File: src/rtl/sysref_sync_seq.sv
module sysref_sync_seq #(
  parameter int PER_W   = 8,
  parameter int BLANK_W = 12,
  parameter int IGN_W   = 4
) (
  input  logic               clk,
  input  logic               rst_n,
  input  logic               en,
  input  logic               sysref_in,
  input  logic [PER_W-1:0]   lmfc_period,
  input  logic [BLANK_W-1:0] blank_len,
  input  logic               err_clr,
  output logic [3:0]         stage_pulse,
  output logic               done,
  output logic               lmfc_tick,
  output logic               phase_live,
  output logic               phase_err,
  output logic [IGN_W-1:0]   ignored_cnt
);

  localparam logic [IGN_W-1:0] IGN_MAX = '1;

  logic [2:0]         sr_q;
  logic [1:0]         stage_q;
  logic [BLANK_W-1:0] blank_q;
  logic [PER_W-1:0]   lmfc_q;

  wire rise      = sr_q[1] & ~sr_q[2];
  wire blanking  = blank_q != '0;
  wire seq_edge  = en & rise & ~done & ~blanking;
  wire ign_edge  = en & rise & ~done & blanking;
  wire mon_edge  = en & rise & done;
  wire lmfc_last = lmfc_q >= lmfc_period - PER_W'(1);
  wire last_step = seq_edge & (stage_q == 2'd3);

  assign lmfc_tick = done & (lmfc_q == '0);

  always_ff @(posedge clk or negedge rst_n) begin
    if (!rst_n) sr_q <= '0;
    else        sr_q <= {sr_q[1:0], sysref_in};
  end

  always_ff @(posedge clk or negedge rst_n) begin
    if (!rst_n) begin
      stage_q     <= '0;
      stage_pulse <= '0;
      done        <= 1'b0;
      blank_q     <= '0;
    end else begin
      stage_pulse <= seq_edge ? (4'b0001 << stage_q) : 4'b0000;
      if (!en) begin
        stage_q <= '0;
        done    <= 1'b0;
        blank_q <= '0;
      end else begin
        if (seq_edge) stage_q <= stage_q + 2'd1;
        if (last_step) done <= 1'b1;
        if (seq_edge && stage_q == 2'd0) blank_q <= blank_len;
        else if (blanking)               blank_q <= blank_q - BLANK_W'(1);
      end
    end
  end

  always_ff @(posedge clk or negedge rst_n) begin
    if (!rst_n)         lmfc_q <= '0;
    else if (last_step) lmfc_q <= '0;
    else if (lmfc_last) lmfc_q <= '0;
    else                lmfc_q <= lmfc_q + PER_W'(1);
  end

  always_ff @(posedge clk or negedge rst_n) begin
    if (!rst_n) begin
      phase_live  <= 1'b0;
      phase_err   <= 1'b0;
      ignored_cnt <= '0;
    end else begin
      if (mon_edge) phase_live <= ~lmfc_last;
      if (mon_edge && !lmfc_last) phase_err <= 1'b1;
      else if (err_clr)           phase_err <= 1'b0;
      if (ign_edge && ignored_cnt != IGN_MAX) ignored_cnt <= ignored_cnt + IGN_W'(1);
    end
  end

endmodule

File: config.mk
export PLATFORM = sky130hd
export DESIGN_NAME = sysref_sync_seq
export DESIGN_NICKNAME = d
export VERILOG_FILES = /design/src/rtl/sysref_sync_seq.sv
export SDC_FILE = /design/constraint.sdc
export NUM_CORES = 1
export LEC_CHECK = 0
export BUFFER_PORTS_ARGS = -buffer_cell sky130_fd_sc_hd__buf_2
export CAP_MARGIN = 40
export CORE_MARGIN = 5
export CORE_UTILIZATION = 40
export DETAILED_ROUTE_END_ITERATION = 6
export RECOVER_POWER = 50
export SYNTH_ARGS = -nofsm -noshare
export SYNTH_HDL_FRONTEND = slang
export SYNTH_SLANG_ARGS = --single-unit
File: constraint.sdc
create_clock -name clk -period 2.4 [get_ports clk]
set_clock_uncertainty 0.05 [all_clocks]
set_input_delay 0.24 -clock clk [delete_from_list [all_inputs] [get_ports clk]]
set_output_delay 0.24 -clock clk [all_outputs]
set_load 0.01 [all_outputs]
==> results.yml <==
critical_path:
  rrSetupSlack_ns: 0.23
  crit_path_start_kind: "flip-flop"
  path_cells: "inv_1, ha_1, nor4b_2, nand4_1, o32ai_2, nor3b_1"
  cp_top_family: "simple AND/OR/NAND/NOR gates"
  cp.arrival_ns: 2.27
  slowest_stage: "nor4b_2"
  required_ns: 2.50
  reg2reg_from: "blank_q[0]$_DFFE_PN0P_"
  path_max_fanout: 8
  crit_start: "blank_q[0]$_DFFE_PN0P_"
  rr_endpoint: "lmfc_q[0]$_DFF_PN0_"
  cpPeakStageDelay_ns: 0.44
  end_kind: "flip-flop"
  crit_type: "flip-flop to flip-flop"
  critPathBufInv: 1
  rr_worst_depth: 6
place:
  dp_slack_ns: 0.07554
  place.gp.congestion: 0.7979
  portBuffers: 36
  hpwl_mm: 3.036
synthesis:
  syn_inst: 206
  async_flop_share_pct: 100.0
  yosysUniqueCellTypes: 47
  syn_area_sq_um: 2093
  ys_warn_count: 0
  avgSynthCellArea_sq_um: 10.16
  ys_ff_latch: 36
  synth_edf_count: 0
  synth_flop_cell: "dfrtp_1"
  syn-num-nets: 248
  synth.area.top_cells: "dfrtp_1, ha_1, xnor2_1, nor2_1, xor2_1"
  yosysTopAreaCell: "dfrtp_1"
  synth_top_cell_area_share_pct: 43.04
  synth_seq_area_share_pct: 43.04
clocking:
  root_buffer: "clkbuf_8"
  clkTransAtPathRegs_ns: 0.08
  postCtsSetupBuffers: 0
  htreeDepth: 2
  clock_sinks: 36
  post_cts_resized: 0
  postCtsHoldBufs: 1
  worstSkewPairLatency_ns: 0.29
  numCtsBuffers: 5
  cts_tree: "yes"
  max-clock-path-buffers: 2
power:
  leakage_nw: 1.192
  power_density_nw_per_um2: 1159
  vdd_drop_max_mv: 0.6797
run_status:
  failed_checks: "capacitance limit, slew limit"
  outcome: "finished, violations left"
grt:
  grt_pass1_vias: 1569
  overflow: 0
  antenna_found_initial: 0
  grt_util_all_layers_pct: 13.59
  grt_first_pass_wirelength_mm: 7.093
  grt_max_degree: 37
cells_and_area:
  nNetsFinal: 294
  area_delta_synth_final_pct: 21.76
  utilization_pct: 49.90
  n_fill_cell: 485
  drive_above_1_share_pct: 22.92
  diodes: 0
  seq_area_sq_um: 900.9
  multi_input_area_sq_um: 1139
drt:
  detail_route.vias_per_cell: 4.981
  drcViolationCount: 0
  wire_per_inst_microns: 12.81
  vias: 1609
  routed_wl_mm: 4.137
  drtIter0Drc: 69
  dr.pass1.iters: 4
  ant_nets: 0
floorplanning:
  dieArea_sq_um: 6780
  die_h_microns: 82.34
  rows: 26
  ios: 37
  die_x_microns: 82.34
  start_util_pct: 40.98
  core_area_sq_um: 5107
timing:
  fin_crit_sh_pct: 90.61
  worst_slew_pin_slew_ns: 1.938
  hold_violations: 0
  period_needed_ns: 2.175
  setup_ws_ns: 0.2253
  fmax_mhz: 459.8
  final.setup.tns_ns: 0
  setup_violations: 0
  maxSlewViolCount: 37
  rsz0062_at_grt: "false"
  max_slew_margin_pct: -29.18
worst_hold_path:
  min_path_type: "input port to flip-flop"
  hold_path_depth: 2
  min_from: "err_clr"
  worstHoldEndpoint: "phase_err$_DFFE_PN0P_"
run:
  drv_cap: 1
==> cell type report <==
type                    count  area share [%]
multi-input cells         156           44.67
flip-flops and latches     36           35.35
repair buffers             41           8.542
clock inverters             3           3.535
well taps                  70           3.436
clock buffers               5           2.700
inverters                  12           1.767
==> stage by stage <==
step / instance area (sq um) / cells / power (mW) / hold slack, ns
floorplan: 2093 / 206 / 1.920 / -0.1056
global placement: 2382 / 314 / 2.211 / 0.2902
detailed placement: 2382 / 314 / 2.216 / 0.2910
CTS: 2551 / 323 / 2.980 / 0.01566
global route: 2549 / 323 / 3.184 / 0.06550
finish: 2549 / 323 / 2.953 / 0.08073
==> synth_stat cells, types with 3 or more instances <==
cell      n
nor3b_1   4
nor2_1   24
and2_1    3
o21ai_0   4
nor3_1   10
nand4_1   3
ha_1     17
nor4_1    4
xnor2_1  16
xor2_1    7
dfrtp_1  36
a21oi_1   5
nand2_1  13
nand3_1   7
inv_1    12
==> report_power, final <==
group	switching (mW)	internal, mW
Clock	0.225	0.520
Sequential	0.246	0.786
Combinational	0.587	0.589
==> worst max path at each step <==
stage,endpoint,slack [ns],cells after the start
2_1_floorplan,phase_live$_DFFE_PN0P_,0.33,10
3_3_place_gp,lmfc_q[6]$_DFF_PN0_,0.13,10
3_5_place_dp,lmfc_q[6]$_DFF_PN0_,0.08,10
4_1_cts,lmfc_q[0]$_DFF_PN0_,0.19,6
5_1_grt,lmfc_q[2]$_DFF_PN0_,0.006,6
6_report,lmfc_q[0]$_DFF_PN0_,0.23,6
==> flip-flops by register name, indices dropped and copies added (netlist names) <==
signal and cells:
stage_pulse 4, sr_q 3, blank_q 12, phase_err 1, stage_q 2, done 1, ignored_cnt 4, phase_live 1
lmfc_q 8
==> placed cells by master (no fill, tap or decap), types with 3 or more instances in the layout <==
cell type  count
a21oi_1        5
and2_1         3
buf_2         34
buf_4          4
bufinv_16      3
clkbuf_8       5
dfrtp_1       36
ha_1          17
inv_1         12
nand2_1       13
nand3_1        7
nand4_1        3
nor2_1        24
nor3_1        10
nor3b_1        4
nor4_1         4
o21ai_0        4
xnor2_1       16
xor2_1         7
==> per-layer routing <==
metal	part of all wire [%]	track usage, %
met3	5.7	3.688
met4	1.4	4.983
met2	45	21.71
met1	48	17.54
met5	0	0
==> kinds of logic (layout without fill, tap and decap cells) <==
logic type                 count (synthesis)  count (layout)  share of synthesized area [%]
and+or+nand+nor                           87              87                          23.67
DFF                                       36              36                          43.04
AOI/OAI and AO/OA                         27              27                          9.922
xor gates and xnor gates                  23              23                          9.623
adders and majority gates                 17              17                          10.16
buffers and inverters                     14              61                          2.570
muxes                                      2               2                          1.016
No activity file was read; power rests on OpenSTA's default activity.
